`src/rtl/cmp_pkg.sv`:
```
package cmp_pkg;

    // Greater/equal pair passed from a more significant stage to a less significant one.
    typedef struct packed {
        logic gt;
        logic eq;
    } cmp_link_t;

    // Number of operand bits that one lookahead group resolves.
    localparam int unsigned GROUP_BITS = 3;

endpackage

```
`src/rtl/cmp_bit_cell.sv`:
```
module cmp_bit_cell
    import cmp_pkg::*;
(
    input  logic      a_bit,
    input  logic      b_bit,
    input  cmp_link_t up,
    output cmp_link_t dn
);

    logic same;

    always_comb begin
        same  = ~(a_bit ^ b_bit);
        // Once a more significant stage reports greater, that result stands.
        // A win at this bit only counts if every bit above it matched.
        dn.gt = up.gt | (a_bit & ~b_bit & up.eq);
        dn.eq = same & up.eq;
    end

endmodule

```
`src/rtl/cmp_group3.sv`:
```
module cmp_group3
    import cmp_pkg::*;
(
    input  logic [2:0] a_grp,
    input  logic [2:0] b_grp,
    input  cmp_link_t  up,
    output cmp_link_t  dn
);

    logic [2:0] same;
    logic [2:0] wins;
    logic       grp_win;

    always_comb begin
        same = ~(a_grp ^ b_grp);
        wins = a_grp & ~b_grp;
        // Flat sum of products across the group: no bit-to-bit ripple inside it.
        grp_win = wins[2]
                | (same[2] & wins[1])
                | (same[2] & same[1] & wins[0]);
        dn.gt = up.gt | (up.eq & grp_win);
        dn.eq = up.eq & (&same);
    end

endmodule

```
`src/rtl/mag_cmp_cascade.sv`:
```
module mag_cmp_cascade
    import cmp_pkg::*;
#(
    parameter int unsigned WIDTH   = 8,
    parameter bit          GROUPED = 1'b0
) (
    input  logic [WIDTH-1:0] a,
    input  logic [WIDTH-1:0] b,
    input  logic             gt_in,
    input  logic             eq_in,
    output logic             gt,
    output logic             eq
);

    cmp_link_t result;

    generate
        if (!GROUPED) begin : g_ripple
            cmp_link_t [WIDTH:0] chain;

            assign chain[WIDTH] = '{gt: gt_in, eq: eq_in};

            for (genvar i = 0; i < WIDTH; i++) begin : g_bit
                cmp_bit_cell u_cell (
                    .a_bit (a[i]),
                    .b_bit (b[i]),
                    .up    (chain[i+1]),
                    .dn    (chain[i])
                );
            end

            assign result = chain[0];
        end else begin : g_grouped
            localparam int unsigned NGRP = (WIDTH + GROUP_BITS - 1) / GROUP_BITS;
            localparam int unsigned PADW = NGRP * GROUP_BITS;

            logic [PADW-1:0]    a_pad;
            logic [PADW-1:0]    b_pad;
            cmp_link_t [NGRP:0] chain;

            // Both operands get the same zero bits on top, so the padding compares equal.
            assign a_pad       = PADW'(a);
            assign b_pad       = PADW'(b);
            assign chain[NGRP] = '{gt: gt_in, eq: eq_in};

            for (genvar g = 0; g < NGRP; g++) begin : g_grp
                cmp_group3 u_grp (
                    .a_grp (a_pad[g*GROUP_BITS +: GROUP_BITS]),
                    .b_grp (b_pad[g*GROUP_BITS +: GROUP_BITS]),
                    .up    (chain[g+1]),
                    .dn    (chain[g])
                );
            end

            assign result = chain[0];
        end
    endgenerate

    assign gt = result.gt;
    assign eq = result.eq;

endmodule


```
`config.mk`:
```
export PLATFORM = sky130hd
export DESIGN_NAME = mag_cmp_cascade
export DESIGN_NICKNAME = d
export VERILOG_FILES = /design/src/rtl/cmp_pkg.sv /design/src/rtl/cmp_bit_cell.sv /design/src/rtl/cmp_group3.sv /design/src/rtl/mag_cmp_cascade.sv
export SDC_FILE = /design/constraint.sdc
export NUM_CORES = 1
export LEC_CHECK = 0
export BUFFER_PORTS_ARGS = -buffer_cell sky130_fd_sc_hd__buf_2
export CAP_MARGIN = 20
export CORE_AREA = 3 3 40 42
export DETAILED_ROUTE_END_ITERATION = 7
export DIE_AREA = 0 0 43 45
export GPL_ROUTABILITY_DRIVEN = 0
export PLACE_DENSITY = 0.47
export SYNTH_ARGS = -nofsm -noshare
export SYNTH_HDL_FRONTEND = slang
export SYNTH_SLANG_ARGS = --single-unit
```
`constraint.sdc`:
```
create_clock -name vclk -period 0.8
set_input_delay 0 -clock vclk [all_inputs]
set_output_delay 0 -clock vclk [all_outputs]
set_load 0.01 [all_outputs]
```
# Word-level counts from Yosys, hierarchy flattened

Index checks and enable logic that the tools add are counted.

Register bits: 0
Latch bits: 0
Bits in writable memories: 0
ROM bits: 0
Output and inout bits: 2
Memories: 0

Add/sub/neg operators: 0
Multiply operators: 0
Div/mod/pow operators: 0
Magnitude comparators: 0
Equality and inequality tests: 0
Shifts and indexed selects: 0
Mux-type cells: 0
Bitwise gates (word level): 56
Reduce and logical (&&, ||, !) cells: 0

Operator list:

| kind              | number |
|---|---|
| bitwise AND 1 bit | 24 |
| inverter 1 bit    | 16 |
| bitwise OR 1 bit  | 8 |
| XOR 1 bit         | 8 |

# Longest topological paths before layout

Gate-level depths: netlist of the first run.

Word-level depth: 11
Gate-level depth with buffers: 5

# Cells and area by module

Synthesis of the first run repeated with hierarchy kept, for this count alone.

Cells, all modules: 32
Area total of the unflattened synthesis: 240.2 µm²

By module, submodules not included:

| module       | times used | cells an instance | area an instance (µm²) | seq. area each (µm²) |
|---|---|---|---|---|
| cmp_bit_cell | 8          | 4                 | 30.0                   | 0.0 |

# Worst setup path after synthesis of the first run

OpenSTA, ideal clock, no wires.

Kind: input-to-output
Start point: input port b[7]
End point: output port gt
Data arrival time: 831 ps
Slack: -31 ps
Stages on the path: 5
Path through: inv_1 ha_1 and3_1 nand4_1 o211ai_1

Cells in the longest elaborated chain, start to end: 11

RTL lines:

| element                                                      | line                                   | text |
|---|---|---|
| start, declared                                              | mag_cmp_cascade.sv:8                   | `input logic [WIDTH-1:0] b,` |
| inverter 1 bit / XOR 1 bit (equally long branches)           | cmp_bit_cell.sv:16, cmp_bit_cell.sv:13 |  |
| bitwise AND 1 bit / inverter 1 bit (equally long branches)   | cmp_bit_cell.sv:16, cmp_bit_cell.sv:13 |  |
| bitwise AND 1 bit (on tied branches)                         | cmp_bit_cell.sv:16, cmp_bit_cell.sv:17 |  |
| bitwise OR 1 bit (tied with other cells) (6 in a row)        | cmp_bit_cell.sv:16                     | `dn.gt = up.gt \| (a_bit & ~b_bit & up.eq);` |
| bitwise OR 1 bit / bitwise AND 1 bit (equally long branches) | cmp_bit_cell.sv:16                     |  |
| bitwise OR 1 bit (*)                                         | cmp_bit_cell.sv:16                     |  |
| end, declared                                                | mag_cmp_cascade.sv:11                  | `output logic gt,` |

Every way passes the cells marked *; elsewhere a longest branch is shown, timed or not.

# Worst setup path in the final report of the first run

Start point: input port a[6]
End point: output port gt

Cells in the longest elaborated chain, start to end: 10

RTL lines:

| element                                                      | line                                   | text |
|---|---|---|
| start, declared                                              | mag_cmp_cascade.sv:7                   | `input logic [WIDTH-1:0] a,` |
| XOR 1 bit                                                    | cmp_bit_cell.sv:13                     | `same = ~(a_bit ^ b_bit);` |
| inverter 1 bit                                               | cmp_bit_cell.sv:13                     |  |
| bitwise AND 1 bit                                            | cmp_bit_cell.sv:17                     | `dn.eq = same & up.eq;` |
| bitwise AND 1 bit (on tied branches)                         | cmp_bit_cell.sv:16, cmp_bit_cell.sv:17 |  |
| bitwise OR 1 bit (tied with other cells) (4 in a row)        | cmp_bit_cell.sv:16                     |  |
| bitwise OR 1 bit / bitwise AND 1 bit (equally long branches) | cmp_bit_cell.sv:16                     |  |
| bitwise OR 1 bit (*)                                         | cmp_bit_cell.sv:16                     |  |

Marks and branches as above.

==> impl_metrics.env, run 1 <==
export IMPL_yosysUniqueCellTypes=12
export IMPL_seq_area_um2=0
export IMPL_grt_pass1_vias=218
export IMPL_fillCellCount=143
export IMPL_antenna_left=0
export IMPL_fmax_mhz=1076
export IMPL_avgSynthCellArea_um2=7.328
export IMPL_holdPathStages=4
export IMPL_firstDrtPassIters=1
export IMPL_areaGrowthSynthToFinish_pct=93.90
export IMPL_drv_slew=0
export IMPL_peakVddDrop_mv=0.1361
export IMPL_seq_cell_count=0
export IMPL_worst_slack_ps=-129.4
export IMPL_cp_end_kind="primary output"
export IMPL_diodes=0
export IMPL_hold_viol_final=0
export IMPL_crit_arrival_ps=930
export IMPL_cp_slowest_cell="ha_4"
export IMPL_die_h_um=45
export IMPL_antenna_found_initial=0
export IMPL_period_needed_ps=929.4
export IMPL_multiInputGateArea_um2=221.5
export IMPL_io_buffers=20
export IMPL_clkbuf_count=0
export IMPL_drc=0
export IMPL_cap_violations=0
export IMPL_path_cells="buf_6 > ha_4 > and3_4 > nand4_1 > o211ai_1 > buf_2"
export IMPL_row_count=13
export IMPL_rsz0062_at_grt="yes"
export IMPL_worst_path_max_fanout=2
export IMPL_die_w_um=43
export IMPL_die_area_um2=1935
export IMPL_grt_pass1_wl_um=745
export IMPL_synth_fp_nets=54
export IMPL_wl_per_cell_um=8.016
export IMPL_grt_overflow=0
export IMPL_viasPerCell=3.905
export IMPL_cp_start_kind="input pin"
export IMPL_slowest_delay_ps=240
export IMPL_grt_max_degree=4
export IMPL_relSlewSlack_pct=91.40
export IMPL_drt_wl_total_um=505
export IMPL_power_density_nw_per_um2=428.8
export IMPL_drtIter0Drc=0
export IMPL_leakagePower_nw=0.2312
export IMPL_run_status="finished with violations"
export IMPL_core_area_um2=1285
export IMPL_syn_area_um2=205.2
export IMPL_yosysSeqAreaShare_pct=0
export IMPL_synthCells=28
export IMPL_grt_usage_pct=4.726
export IMPL_cp_required_ps=800
export IMPL_critical_path_class="in2out"
export IMPL_start_util_pct=15.97
export IMPL_drive_above_1_share_pct=60.42
export IMPL_failed_checks="setup timing"
export IMPL_nNetsFinal=76
export IMPL_instances_no_fill=63
export IMPL_pin_count=20
export IMPL_setup_viol=2
export IMPL_yosys_warnings=0
export IMPL_hold_class="in2out"
export IMPL_tightest_slew_ps=128.5
export IMPL_via_count=246
export IMPL_min_period_over_period_pct=116.2
export IMPL_holdWs_ps=296.1
export IMPL_post_place_cells=63
## path summary, 6_finish.rpt
path / from / slack (ps) / to
setup / recovery: a[6] / -130 / gt
hold / removal: gt_in / 300 / gt
## logic make-up (layout without fill, tap and decap cells)
family / Yosys count / in the layout / synth area share [%]
simple gates: 5 / 5 / 14.03
compound gates: 7 / 7 / 22.56
buf+inv: 8 / 28 / 14.63
fa+ha+maj: 8 / 8 / 48.78
## synthesized netlist by cell type, drive strengths merged
master,instances,area (µm²)
ha,8,100.1
inv,8,30.03
a21o,3,23.77
a21oi,2,10.01
and3,2,13.77
nand3,1,5.000
nand4,1,6.260
nor2,1,3.750
o211ai,1,7.510
o21ai,1,5.000
## cells in the final DEF, fill, tap and decap left out
cell and instances:
inv_2 1, a21o_1 2, and3_4 1, nor2_1 1, buf_6 4, o21ai_1 1, nand4_1 1, a21oi_1 1
a21o_2 1, nand3_1 1, a21oi_2 1, o211ai_1 1, ha_1 5, inv_4 1, and3_2 1, buf_2 16
inv_1 6, ha_4 3
## critical path: cells and delay by family
family	cells	cell delay [ps]
AND/OR/NAND/NOR	2	280
buffers and inverters	2	240
adder cells (fa/ha/maj)	1	240
AO/OA/AOI/OAI	1	160
## metrics by stage
step / worst slack, ps / instance area [µm²] / TNS, ps / util [%] / power (mW)
after floorplan: 4.506 / 205.2 / 0 / - / 0.06838
after global placement: -213.6 / 324.1 / -344.0 / 25.22 / 0.1290
after detailed placement: -229.9 / 324.1 / -339.9 / 25.22 / 0.1310
after CTS: -154.1 / 394.1 / -221.6 / 30.67 / 0.1707
after global routing: -195.6 / 397.9 / -317.4 / 30.96 / 0.1967
final: -129.4 / 397.9 / -195.6 / 30.96 / 0.1706
## area by class of cell
type / count / share of cell area [%]
inverters: 8 / 8.176
multi-input cells: 20 / 55.66
well taps: 15 / 4.717
repair buffers: 20 / 31.45
## power by group
group,leakage [nW],internal [mW],total [mW],switching [mW]
Sequential,0,0,0,0
Clock,0,0,0,0
Combinational,0.231,0.103,0.171,0.0676
Total,0.231,0.103,0.171,0.0676
## what timing repair did
item                       4_1_cts  5_1_grt
resized for setup               12        1
buffers inserted                 0        0
hold buffers                     0        0
setup endpoints to repair        2        2
pin swaps                        4        1
cloned                           0        0
## routing by layer
metal	up-vias	track usage, %	wire, µm
li1	137	-	-
met1	100	5.714	213
met3	0	0	36
met4	0	0	0
met5	-	0	0
met2	9	9.880	255
(Power assumes the default switching activity.)
==> inputs of run 2 (changes only) <==
--- a/config.mk
+++ b/config.mk
@@ -11,7 +11,6 @@
 export DETAILED_ROUTE_END_ITERATION = 7
 export DIE_AREA = 0 0 43 45
 export GPL_ROUTABILITY_DRIVEN = 0
-export PLACE_DENSITY = 0.47
 export SYNTH_ARGS = -nofsm -noshare
 export SYNTH_HDL_FRONTEND = slang
 export SYNTH_SLANG_ARGS = --single-unit
==> run 2 against run 1 <==
  * The flow still finishes with violations (setup timing)
  * Combinational power barely moved
  * Final cell count did not move
  * Die area did not move
  * Worst setup slack got worse by 23 ps
  * Design area rose by 0.63%
  * Maximum frequency fell by 2.4%
  * Worst hold slack improved by 15 ps
  * Wire length rose by 16%
  * Via count rose by 4.1%
  * First-iteration DRC count did not move
==> impl_metrics.env, run 2 (synthesized netlist as in run 1, its figures left out) <==
export IMPL_hold_class="in2out"
export IMPL_post_place_cells=63
export IMPL_failed_checks="setup timing"
export IMPL_critical_path_class="in2out"
export IMPL_worst_slack_ps=-152.1
export IMPL_drive_above_1_share_pct=60.42
export IMPL_areaGrowthSynthToFinish_pct=95.12
export IMPL_setup_viol=2
export IMPL_hold_viol_final=0
export IMPL_grt_usage_pct=6.385
export IMPL_run_status="finished with violations"
export IMPL_cp_required_ps=800
export IMPL_most_common_layout_cells="buf_2, inv_1, ha_1, buf_6, ha_4"
export IMPL_instances_no_fill=63
export IMPL_grt_pass1_wl_mm=1.000
export IMPL_leakagePower_nw=0.2316
export IMPL_cap_violations=0
export IMPL_tightest_slew_ps=145.5
export IMPL_io_buffers=20
export IMPL_rsz0062_at_grt="yes"
export IMPL_die_w_um=43
export IMPL_fmax_mhz=1050
export IMPL_holdBufCountCts=0
export IMPL_die_area_um2=1935
export IMPL_finalSetupTns_ps=-203.8
export IMPL_drtIter0Drc=0
export IMPL_die_h_um=45
export IMPL_antenna_found_initial=0
export IMPL_grt_pass1_vias=264
export IMPL_start_util_pct=15.97
export IMPL_busiest_layer="met2"
export IMPL_diodes=0
export IMPL_firstDrtPassIters=1
export IMPL_met1_usage_pct=7.381
export IMPL_crit_arrival_ps=950
export IMPL_hpwl_um=492.5
export IMPL_pin_count=20
export IMPL_core_area_um2=1285
export IMPL_use_met3_pct=1.195
export IMPL_seq_area_um2=0
export IMPL_row_count=13
export IMPL_period_needed_ps=952.1
export IMPL_via_count=256
export IMPL_antenna_left=0
export IMPL_nNetsFinal=76
export IMPL_met2_usage_pct=12.87
export IMPL_min_period_over_period_pct=119.0
export IMPL_drt_wl_total_um=584
export IMPL_seq_cell_count=0
export IMPL_drc=0
export IMPL_relSlewSlack_pct=90.26
export IMPL_holdWs_ps=311.3
export IMPL_peakVddDrop_mv=0.1297
export IMPL_grt_max_degree=4
export IMPL_cp_end_kind="primary output"
export IMPL_cp_start_kind="input pin"
export IMPL_fillCellCount=150
export IMPL_wl_per_cell_um=9.270
export IMPL_worst_path_max_fanout=2
export IMPL_cts_setup_buffers=0
export IMPL_drv_slew=0
export IMPL_final_common_cell="buf_2"
export IMPL_clkbuf_count=0
export IMPL_grt_overflow=0
export IMPL_power_density_nw_per_um2=433.2
export IMPL_viasPerCell=4.063
==> run 2: cell counts in the layout (fill, tap and decap cells not counted) <==
Identical to the previous run, type by type.
==> run 2: stage by stage <==
step / utilization [%] / power [mW] / instance area (µm²) / setup WS [ps]
6_report: 31.16 / 0.1734 / 400.4 / -152.1
5_1_grt: 31.16 / 0.2005 / 400.4 / -254.8
4_1_cts: 30.87 / 0.1707 / 396.6 / -181.3
3_5_place_dp: 25.22 / 0.1307 / 324.1 / -224.9
3_3_place_gp: 25.22 / 0.1271 / 324.1 / -205.3
2_1_floorplan: - / 0.06838 / 205.2 / 4.506
==> run 2: critical path, stage by stage <==
cell      delay, ps
buf_6            70
inv_4            30
ha_4            250
and3_4          170
nand4_1         100
o211ai_1        170
buf_2           160
==> run 2: worst paths after layout <==
check	from	endpoint	slack (ps)	cells past startpoint
max	b[7]	gt	-150	7
min	gt_in	gt	310	4
==> run 2: final cells by class <==
type                       instances  area [µm²]  share of cell area (%)
inverter                           8       35.03                   8.750
tap                               15       18.77                   4.688
multi-input combinational         20       221.5                   55.31
timing repair buffer              20       125.1                   31.25
==> run 2: where the power goes <==
part           leakage [nW]  internal, mW  switching (mW)  total, mW
registers                 0             0               0          0
clock network             0             0               0          0
logic                 0.232         0.104          0.0698      0.173
==> run 2: per-layer routing <==
| metal | routed length (µm) | share of wire, % |
|---|---|---|
| met1 | 221 | 38 |
| met2 | 315 | 54 |
| met3 | 48 | 8.2 |
| met4 | 0 | 0 |
| met5 | 0 | 0 |
==> run 2: timing repair <==
item / in CTS / in global routing
endpoints found under the setup margin: 2 / 2
resized for setup: 13 / 1
pin swaps: 4 / 2
hold endpoints to repair: 0 / 0
